[src/rtl/bsplit_pkg.sv]
package bsplit_pkg;

  // Beat ceiling of one side: configured byte limit in beats,
  // reduced to what the length field can express.
  function automatic int unsigned burst_cap(int unsigned max_bytes,
                                            int unsigned beat_bytes,
                                            int unsigned len_field_w);
    int unsigned by_cfg;
    int unsigned by_proto;
    by_cfg   = max_bytes / beat_bytes;
    if (by_cfg == 0) by_cfg = 1;
    by_proto = 1 << len_field_w;
    return (by_cfg < by_proto) ? by_cfg : by_proto;
  endfunction

endpackage

[src/rtl/bsplit_span.sv]
module bsplit_span #(
  parameter int ADDR_W     = 32,
  parameter int LEN_W      = 16,
  parameter int BEAT_BYTES = 8
) (
  input  logic [ADDR_W-1:0] addr,
  input  logic [LEN_W-1:0]  len_m1,
  output logic [ADDR_W-1:0] base,
  output logic [LEN_W:0]    beats
);
  localparam int SH    = $clog2(BEAT_BYTES);
  localparam int CNT_W = LEN_W + 1;

  generate
    if (SH == 0) begin : g_byte_bus
      assign base  = addr;
      assign beats = CNT_W'(len_m1) + CNT_W'(1);
    end else begin : g_wide_bus
      logic [CNT_W-1:0] lo_off;
      assign lo_off = CNT_W'(addr[SH-1:0]);
      assign base   = {addr[ADDR_W-1:SH], {SH{1'b0}}};
      assign beats  = ((lo_off + CNT_W'(len_m1)) >> SH) + CNT_W'(1);
    end
  endgenerate
endmodule

[src/rtl/bsplit_side.sv]
module bsplit_side
  import bsplit_pkg::*;
#(
  parameter int ADDR_W      = 32,
  parameter int LEN_W       = 16,
  parameter int BEAT_BYTES  = 8,
  parameter int LEN_FIELD_W = 4,
  parameter int MAX_BYTES   = 1024
) (
  input  logic                   clk,
  input  logic                   rst_n,
  input  logic                   load,
  input  logic [ADDR_W-1:0]      load_addr,
  input  logic [LEN_W-1:0]       load_len_m1,
  output logic                   m_valid,
  input  logic                   m_ready,
  output logic [ADDR_W-1:0]      m_addr,
  output logic [LEN_FIELD_W-1:0] m_len,
  output logic                   m_last
);
  localparam int SH    = $clog2(BEAT_BYTES);
  localparam int CNT_W = LEN_W + 1;
  localparam int CAP   = burst_cap(MAX_BYTES, BEAT_BYTES, LEN_FIELD_W);
  localparam logic [CNT_W-1:0] CAP_V = CNT_W'(CAP);

  logic [ADDR_W-1:0] start_addr;
  logic [CNT_W-1:0]  span_beats;

  bsplit_span #(.ADDR_W(ADDR_W), .LEN_W(LEN_W), .BEAT_BYTES(BEAT_BYTES)) u_span (
    .addr  (load_addr),
    .len_m1(load_len_m1),
    .base  (start_addr),
    .beats (span_beats)
  );

  logic              active_q;
  logic [ADDR_W-1:0] addr_q;
  logic [CNT_W-1:0]  left_q;
  logic              fits;
  logic [CNT_W-1:0]  cur_beats;
  logic [ADDR_W-1:0] step;
  logic              fire;

  always_comb begin
    fits      = (left_q <= CAP_V);
    cur_beats = fits ? left_q : CAP_V;
    step      = ADDR_W'(cur_beats) << SH;
    fire      = active_q & m_ready;
  end

  always_ff @(posedge clk) begin
    if (!rst_n) begin
      active_q <= 1'b0;
      addr_q   <= '0;
      left_q   <= '0;
    end else if (load) begin
      active_q <= 1'b1;
      addr_q   <= start_addr;
      left_q   <= span_beats;
    end else if (fire) begin
      addr_q <= addr_q + step;
      left_q <= left_q - cur_beats;
      if (fits) active_q <= 1'b0;
    end
  end

  assign m_valid = active_q;
  assign m_addr  = addr_q;
  assign m_len   = LEN_FIELD_W'(cur_beats - CNT_W'(1));
  assign m_last  = fits;
endmodule

[src/rtl/burst_split_dual.sv]
module burst_split_dual #(
  parameter int ADDR_W         = 32,
  parameter int LEN_W          = 16,
  parameter int MAX_BYTES      = 1024,
  parameter int SRC_BEAT_BYTES = 8,
  parameter int SRC_LFW        = 4,
  parameter int DST_BEAT_BYTES = 16,
  parameter int DST_LFW        = 8
) (
  input  logic               clk,
  input  logic               rst_n,
  input  logic               req_valid,
  output logic               req_ready,
  input  logic [ADDR_W-1:0]  req_addr,
  input  logic [LEN_W-1:0]   req_len_m1,
  output logic               src_valid,
  input  logic               src_ready,
  output logic [ADDR_W-1:0]  src_addr,
  output logic [SRC_LFW-1:0] src_len,
  output logic               src_last,
  output logic               dst_valid,
  input  logic               dst_ready,
  output logic [ADDR_W-1:0]  dst_addr,
  output logic [DST_LFW-1:0] dst_len,
  output logic               dst_last
);
  logic take;

  assign req_ready = ~src_valid & ~dst_valid;
  assign take      = req_valid & req_ready;

  bsplit_side #(
    .ADDR_W(ADDR_W), .LEN_W(LEN_W), .BEAT_BYTES(SRC_BEAT_BYTES),
    .LEN_FIELD_W(SRC_LFW), .MAX_BYTES(MAX_BYTES)
  ) u_src (
    .clk(clk), .rst_n(rst_n), .load(take),
    .load_addr(req_addr), .load_len_m1(req_len_m1),
    .m_valid(src_valid), .m_ready(src_ready),
    .m_addr(src_addr), .m_len(src_len), .m_last(src_last)
  );

  bsplit_side #(
    .ADDR_W(ADDR_W), .LEN_W(LEN_W), .BEAT_BYTES(DST_BEAT_BYTES),
    .LEN_FIELD_W(DST_LFW), .MAX_BYTES(MAX_BYTES)
  ) u_dst (
    .clk(clk), .rst_n(rst_n), .load(take),
    .load_addr(req_addr), .load_len_m1(req_len_m1),
    .m_valid(dst_valid), .m_ready(dst_ready),
    .m_addr(dst_addr), .m_len(dst_len), .m_last(dst_last)
  );
endmodule

[config.mk]
export PLATFORM = sky130hd
export DESIGN_NAME = burst_split_dual
export DESIGN_NICKNAME = d
export VERILOG_FILES = /design/src/rtl/bsplit_pkg.sv /design/src/rtl/bsplit_span.sv /design/src/rtl/bsplit_side.sv /design/src/rtl/burst_split_dual.sv
export SDC_FILE = /design/constraint.sdc
export NUM_CORES = 1
export LEC_CHECK = 0
export BUFFER_PORTS_ARGS = -buffer_cell sky130_fd_sc_hd__clkbuf_2
export CORE_UTILIZATION = 60
export CTS_BUF_LIST = sky130_fd_sc_hd__clkbuf_2 sky130_fd_sc_hd__clkbuf_4 sky130_fd_sc_hd__clkbuf_8
export CTS_CLUSTER_SIZE = 14
export DETAILED_ROUTE_END_ITERATION = 6
export HOLD_SLACK_MARGIN = 0.08
export PLACE_DENSITY = 0.95
export SLEW_MARGIN = 20
export SYNTH_ARGS = -nofsm -noshare
export SYNTH_HDL_FRONTEND = slang
export SYNTH_SLANG_ARGS = --single-unit
[constraint.sdc]
create_clock -name clk -period 7.91 [get_ports clk]
set_input_delay 0.791 -clock clk [delete_from_list [all_inputs] [get_ports clk]]
set_output_delay 0.791 -clock clk [all_outputs]
set_load 0.02 [all_outputs]
==> results.yml, run 1 <==
placement:
  place_congestion: 0.9690
  dp_cells: 1181
  port_buffers: 126
  hpwl_mm: 14.04
  placed_cell_area_mm2: 0.007771
sta:
  tns_ns: 0
  grt_setup_unrepaired: "no"
  tightest_slew_ns: 0.9867
  final-hold-violation-count: 0
  finalClockSkew_ns: 0.01122
  final_max_slew_viol_count: 0
  finalSetupViolCount: 0
  fin_crit_ns: 4.644
  period_share: 0.5871
  slew_headroom: 0.3422
  fmax_ghz: 0.2153
floorplanning:
  initial_core_util: 0.6158
  core_area_mm2: 0.01142
  dieArea_mm2: 0.01216
  rows: 39
  fp.dieH_um: 110.3
  fp.dieW_um: 110.3
  pin_count: 134
worst_hold_path:
  min_path_cells: 2
  hold_path_class: "flip-flop to flip-flop"
  hold_start: "u_dst.m_addr[4]$_SDFFE_PN0P_"
  worst_hold_path.endpoint: "u_dst.m_addr[4]$_SDFFE_PN0P_"
setup_path:
  cp-end-kind: "flip-flop"
  critical_path_arrival_ns: 4.90
  path_cells: "or4_4, nor4_4, a21boi_1, nand2_1, inv_1, ha_1, a211oi_1, o21ai_0, a221oi_2, o32a_1, a21oi_4, nand4_1, xor2_1, o211ai_1"
  regToRegSetupSlack_ns: 3.27
  crit_fanout: 11
  cp-start-kind: "flip-flop"
  critical_path_required_ns: 8.17
  r2r_start: "u_dst.left_q[11]$_SDFFE_PN0P_"
  crit_buf_inv: 1
  crit_path_max_incr_delay_ns: 0.65
  slowest_stage: "a21boi_1"
  cpLargestDelayFamily: "compound AO/OA/AOI/OAI gates"
  crit_type: "flip-flop to flip-flop"
  worst_r2r_endpoint: "u_dst.m_addr[29]$_SDFFE_PN0P_"
  r2r_cells: 14
routing:
  drt_iter0_drc: 717
  wl_per_cell_um: 16.57
  num_vias: 7456
  drc: 0
  via_per_inst: 6.229
  wl_mm: 19.83
  first_pass_iters: 5
  ant_nets: 0
synthesis:
  synth_top_area_share: 0.2648
  synthArstFlopShare: 0
  syn-instance-count: 929
  synth_cell_types: 76
  synth.avg_cell_area_um2: 7.569
  ys_ff_latch: 93
  synth_flop_cell: "dfxtp_1"
  yosysTopAreaCell: "dfxtp_1"
  synth.yosys.seq_area_share: 0.2648
  netlist_top_cells_area: "dfxtp_1 (26%), ha_1 (7.7%), a21oi_1 (6.4%), nand2_1 (5.7%), nor2_1 (4.9%)"
  syn-cell-area_mm2: 0.007032
  yosysWarnings: 0
  synth_edf_count: 0
finish:
  num_antenna_cells: 0
  area_delta_synth_final_pct: 13.77
  nFillCells: 933
  instances_no_fill: 1197
  final_cell_mix: "clkbuf_2 (126), nand2_1 (105), dfxtp_1 (93), nor2_1 (91), a21oi_1 (90)"
  layout_commonest_cell: "clkbuf_2"
  finalNetCount: 1147
  drive_above_1_share: 0.1632
  final_core_util: 0.7006
  stdcell_area_mm2: 0.008000
global_routing:
  grt_pass1_wl_mm: 31.65
  first_global_vias: 6795
  grt_util_all_layers: 0.3325
  overflow: 0
  antenna_found_initial: 0
  grt_max_degree: 71
clocking:
  hold_buffers: 0
  cts_setup_buffers: 0
  cts_tree: "built"
  cts_max_level: 3
  cts_resized: 0
  root_buffer: "clkbuf_8"
  cts_buffers: 9
  clk_pin_slew_ns: 0.09
  cts_sinks: 93
  clock_path_buffers: 2
  clock_latency_ns: 0.39
power_and_ir_drop:
  ir_worst_vdd_uv: 118.3
  p_per_area_mw_per_mm2: 202.1
  p_leak_nw: 3.388
run_status:
  status: "completed"
job:
  cap_violations: 0
## kinds of logic (layout without fill, tap and decap cells)
logic type,count (synthesis),after routing,synth area share
compound gates,296,296,0.2731
xor+xnor,71,71,0.08843
fa+ha+maj,46,46,0.08363
buf+inv,70,166,0.04199
flops,93,93,0.2648
mux,2,2,0.002847
other cells,2,31,0.001068
simple gates,349,349,0.2441
## sequential cells by signal, summed over array words and instances, names as in the netlist
signal and cells:
u_dst.left_q 17, u_src.left_q 17, u_dst.m_valid 1, u_dst.m_addr 28, u_src.m_addr 29, u_src.m_valid 1
## worst max-delay path by stage
stage                             startpoint                            end  slack [ns]  cells past startpoint
6_report       u_dst.left_q[11]$_SDFFE_PN0P_  u_dst.m_addr[29]$_SDFFE_PN0P_        3.27                     14
5_1_grt        u_dst.left_q[11]$_SDFFE_PN0P_  u_dst.m_addr[26]$_SDFFE_PN0P_        2.99                     13
4_1_cts        u_dst.left_q[11]$_SDFFE_PN0P_  u_dst.m_addr[29]$_SDFFE_PN0P_        3.34                     14
3_5_place_dp   u_dst.left_q[11]$_SDFFE_PN0P_  u_dst.m_addr[29]$_SDFFE_PN0P_        3.37                     14
3_3_place_gp   u_dst.left_q[11]$_SDFFE_PN0P_  u_dst.m_addr[26]$_SDFFE_PN0P_        3.59                     14
2_1_floorplan  u_dst.left_q[11]$_SDFFE_PN0P_  u_dst.m_addr[26]$_SDFFE_PN0P_        4.03                     14
## stage by stage
| stage | setup slack, ns | total power, mW | hold WS [ns] |
|---|---|---|---|
| after floorplan | 4.030 | 1.064 | 0.4618 |
| final | 3.266 | 1.616 | 0.4841 |
| after global placement | 3.586 | 1.212 | 0.4659 |
| after detailed placement | 3.367 | 1.225 | 0.4755 |
| after CTS | 3.341 | 1.600 | 0.4883 |
| after global routing | 2.993 | 1.712 | 0.5311 |
## Yosys cell counts (9+ instances only)
cell	number
nand2_1	106
dfxtp_1	93
nor2_1	91
a21oi_1	90
o21ai_0	61
ha_1	43
xor2_1	38
xnor2_1	33
clkbuf_1	32
nand3_1	31
a211oi_1	25
nor3_1	22
inv_1	17
a22oi_1	16
a31oi_1	13
and2_1	13
and3_1	13
nand4_1	13
a21o_1	12
nor2b_1	12
buf_1	10
a311oi_1	9
## where the power goes
part | internal (mW) | total (mW) | leakage, nW | switching (mW)
clock | 0.198 | 0.378 | 0.120 | 0.180
combinational | 0.243 | 0.654 | 2.50 | 0.410
sequential | 0.523 | 0.585 | 0.765 | 0.0626
## area by class of cell
type	count	area [um2]	area share
multi-input cells	795	4987	0.6234
inverters	18	67.56	0.008445
clock buffers	12	158.9	0.01986
clock inverters	4	70.07	0.008758
well taps	143	178.9	0.02236
repair buffers	132	675.6	0.08445
flip-flops and latches	93	1862	0.2327
## metal layers
metal  track usage  up-vias  part of all wire
met5             0        -                 0
met3       0.05585       54             0.094
met4        0.1513        0             0.029
li1              -     3609                 -
met1        0.4374     3434              0.43
met2        0.5311      359              0.45
## worst min-delay path, delay by kind of cell (launching register included)
kind            cells  cell delay (ns)
compound gates      1             0.05
flops               1             0.33
simple gates        1             0.06
Note: power is estimated with default switching activity, not from simulation.
==> inputs of run 2 (changes only) <==
--- a/config.mk
+++ b/config.mk
@@ -5,6 +5,7 @@
 export SDC_FILE = /design/constraint.sdc
 export NUM_CORES = 1
 export LEC_CHECK = 0
+export ABC_AREA = 1
 export BUFFER_PORTS_ARGS = -buffer_cell sky130_fd_sc_hd__clkbuf_2
 export CORE_UTILIZATION = 60
 export CTS_BUF_LIST = sky130_fd_sc_hd__clkbuf_2 sky130_fd_sc_hd__clkbuf_4 sky130_fd_sc_hd__clkbuf_8
==> constraint.sdc (replaced) <==
create_clock -name clk -period 4.4 [get_ports clk]
set_input_delay 0.44 -clock clk [delete_from_list [all_inputs] [get_ports clk]]
set_output_delay 0.44 -clock clk [all_outputs]
set_load 0.02 [all_outputs]
==> run 2 against run 1 <==
Global-route usage rose by 2.9 points; register-to-register slack got worse by 2.2 ns; utilization fell by 0.98 points; via count increased by 36%; first-iteration DRC count grew 51%; sequential power is 86% higher; non-clock buffer count rose by 1; clock skew about the same; combinational power grew 150%; synthesized cell count is 56% higher; die area grew 22%; design area rose by 21%.
==> results.yml, run 2 <==
sta:
  finalSetupViolCount: 0
  period_share: 0.7469
  grt_setup_unrepaired: "no"
  tightest_slew_ns: 0.6778
  tns_ns: 0
  fin_crit_ns: 3.286
  slew_headroom: 0.5475
  final_max_slew_viol_count: 0
  fmax_ghz: 0.3043
  finalClockSkew_ns: 0.01130
  final-hold-violation-count: 0
finish:
  final_cell_mix: "nand2_1 (383), inv_1 (181), o21ai_0 (127), clkbuf_2 (126), nand3_1 (124)"
  num_antenna_cells: 0
  finalNetCount: 1678
  area_delta_synth_final_pct: 11.83
  layout_commonest_cell: "nand2_1"
  drive_above_1_share: 0.1306
  instances_no_fill: 1765
  largest_reg_flops: 29
placement:
  port_buffers: 126
  hpwl_mm: 20.52
  place_congestion: 0.9809
  dp_cells: 1749
clocking:
  cts_buffers: 9
  clk_pin_slew_ns: 0.10
  cts_setup_buffers: 0
  cts_max_level: 3
  cts_sinks: 93
  hold_buffers: 0
  clock_latency_ns: 0.39
  clock_path_buffers: 2
  cts_tree: "built"
  root_buffer: "clkbuf_8"
  cts_resized: 0
power_and_ir_drop:
  switching_share: 0.4612
  p_per_area_mw_per_mm2: 351.7
  clkPwrFrac: 0.204
  p_leak_nw: 4.906
  ir_worst_vdd_uv: 223.5
  p_sw_mw: 1.568
  internal_power_mw: 1.831
  power_frac_comb: 0.475
  seqPwrFrac: 0.322
routing:
  ant_nets: 0
  wl_per_cell_um: 15.15
  wl_mm: 26.73
  drt_iter0_drc: 1085
  via_per_inst: 5.754
  drc: 0
  first_pass_iters: 7
  num_vias: 10155
run_status:
  status: "completed"
setup_path:
  crit_fanout: 10
  regToRegSetupSlack_ns: 1.11
  cp-end-kind: "flip-flop"
  crit_type: "flip-flop to flip-flop"
  worst_r2r_endpoint: "u_dst.m_addr[30]$_SDFFE_PN0P_"
  crit_path_start: "u_dst.left_q[7]$_SDFFE_PN0P_"
  r2r_start: "u_dst.left_q[7]$_SDFFE_PN0P_"
  r2r_cells: 22
  critical_path_required_ns: 4.73
  critical_path_arrival_ns: 3.62
  cp-endpoint: "u_dst.m_addr[30]$_SDFFE_PN0P_"
  cp-start-kind: "flip-flop"
floorplanning:
  fp.dieH_um: 122.0
  dieArea_mm2: 0.01489
  pin_count: 134
  initial_core_util: 0.6177
  core_area_mm2: 0.01399
  rows: 43
  fp.dieW_um: 122.0
worst_hold_path:
  hold_path_class: "primary input to flip-flop"
synthesis:
  ys_ff_latch: 93
  synth_edf_count: 0
  synth_flop_cell: "dfxtp_1"
  netlist_top_cells_area: "dfxtp_1 (22%), nand2_1 (17%), inv_1 (7.9%), o21ai_0 (7.4%), nand3_1 (7.2%)"
  yosysTopAreaCell: "dfxtp_1"
  syn-cell-area_mm2: 0.008641
  synth.yosys.seq_area_share: 0.2155
  netlist_top_cells_count: "nand2_1 (383), inv_1 (182), o21ai_0 (127), nand3_1 (124), nor2_1 (122)"
  yosysMostFrequentCell: "nand2_1"
  yosysWarnings: 0
  synth_cell_types: 52
  synth_top_area_share: 0.2155
  synth.avg_cell_area_um2: 5.951
  syn-instance-count: 1452
  synthArstFlopShare: 0
global_routing:
  antenna_found_initial: 0
  grt_max_degree: 58
  grt_pass1_wl_mm: 42.63
  first_global_vias: 9040
  grt_util_all_layers: 0.3614
  overflow: 0
job:
  cap_violations: 0
[run 2: cell count changes after synthesis, sizes merged, moves of 24 or more]
| cell | change |
|---|---|
| nand2 | +299 |
| inv | +165 |
| nand3 | +96 |
| o21ai | +67 |
| nor2 | +48 |
| a31oi | +24 |
[run 2: logic make-up after synthesis]
| family | count (synthesis) | share of synthesized area |
|---|---|---|
| xor+xnor | 33 | 0.03345 |
| buf+inv | 231 | 0.1067 |
| flops | 93 | 0.2155 |
| simple gates | 739 | 0.3797 |
| compound gates | 309 | 0.1969 |
| fa+ha+maj | 45 | 0.06690 |
| other cells | 2 | 0.0008691 |
[run 2: area by class of cell]
class	instances	area, um2
multi-input cells	1157	5966
inverters	186	698.2
clock inverters	3	68.82
clock buffers	13	160.2
flip-flops and latches	93	1862
repair buffers	133	683.2
well taps	180	225.2
fillers	1270	4325
[run 2: critical path, cell delays in order (launching register included)]
cell,delay [ns]
dfxtp_1,0.37
nor2_2,0.16
nand2_1,0.06
nor2_1,0.12
nand3_2,0.22
inv_1,0.23
nand2_1,0.13
inv_1,0.08
ha_1,0.14
inv_1,0.07
fa_1,0.36
inv_1,0.11
nand3_1,0.07
nand2_1,0.14
a21boi_0,0.12
inv_1,0.12
nand2_1,0.06
nand2_1,0.14
nand3_1,0.09
nand2_1,0.09
xor2_1,0.15
nand2_1,0.06
a21oi_1,0.13
[run 2: per-stage QoR]
| step | cell area, um2 | util | total power, mW | hold slack (ns) | worst slack (ns) |
|---|---|---|---|---|---|
| 2_1_floorplan | 8750 | - | 2.249 | 0.4544 | 1.313 |
| 3_3_place_gp | 9434 | 0.6744 | 2.629 | 0.4737 | 1.317 |
| 3_5_place_dp | 9434 | 0.6744 | 2.662 | 0.4730 | 1.159 |
| 4_1_cts | 9663 | 0.6908 | 3.343 | 0.3556 | 1.163 |
| 5_1_grt | 9663 | 0.6908 | 3.630 | 0.3602 | 0.7201 |
| 6_report | 9663 | 0.6908 | 3.399 | 0.3719 | 1.114 |
[run 2: power groups by stage]
stage                     clock [mW]  sequential, mW  combinational (mW)
after global placement             0            1.10                1.53
after global routing           0.728            1.11                1.79
after CTS                      0.690            1.09                1.57
after floorplan                    0            1.16                1.09
after detailed placement           0            1.11                1.55
final                          0.692            1.09                1.61
[run 2: worst min-delay path by stage]
| stage | start | to | cells past startpoint |
|---|---|---|---|
| global placement | u_dst.left_q[0]$_SDFFE_PN0P_ | u_dst.left_q[0]$_SDFFE_PN0P_ | 2 |
| finish | req_addr[23] | u_src.m_addr[23]$_SDFFE_PN0P_ | 3 |
| global route | req_addr[19] | u_src.m_addr[19]$_SDFFE_PN0P_ | 3 |
| floorplan | u_dst.left_q[0]$_SDFFE_PN0P_ | u_dst.left_q[0]$_SDFFE_PN0P_ | 2 |
| CTS | req_addr[19] | u_src.m_addr[19]$_SDFFE_PN0P_ | 3 |
| detailed placement | u_dst.left_q[0]$_SDFFE_PN0P_ | u_dst.left_q[0]$_SDFFE_PN0P_ | 2 |
[run 2: layer usage]
layer,up-vias,track usage,part of all wire
met5,-,0,0
met4,0,0.1998,0.046
met3,83,0.05946,0.087
met2,491,0.5858,0.45
met1,4548,0.4541,0.42
li1,5033,-,-
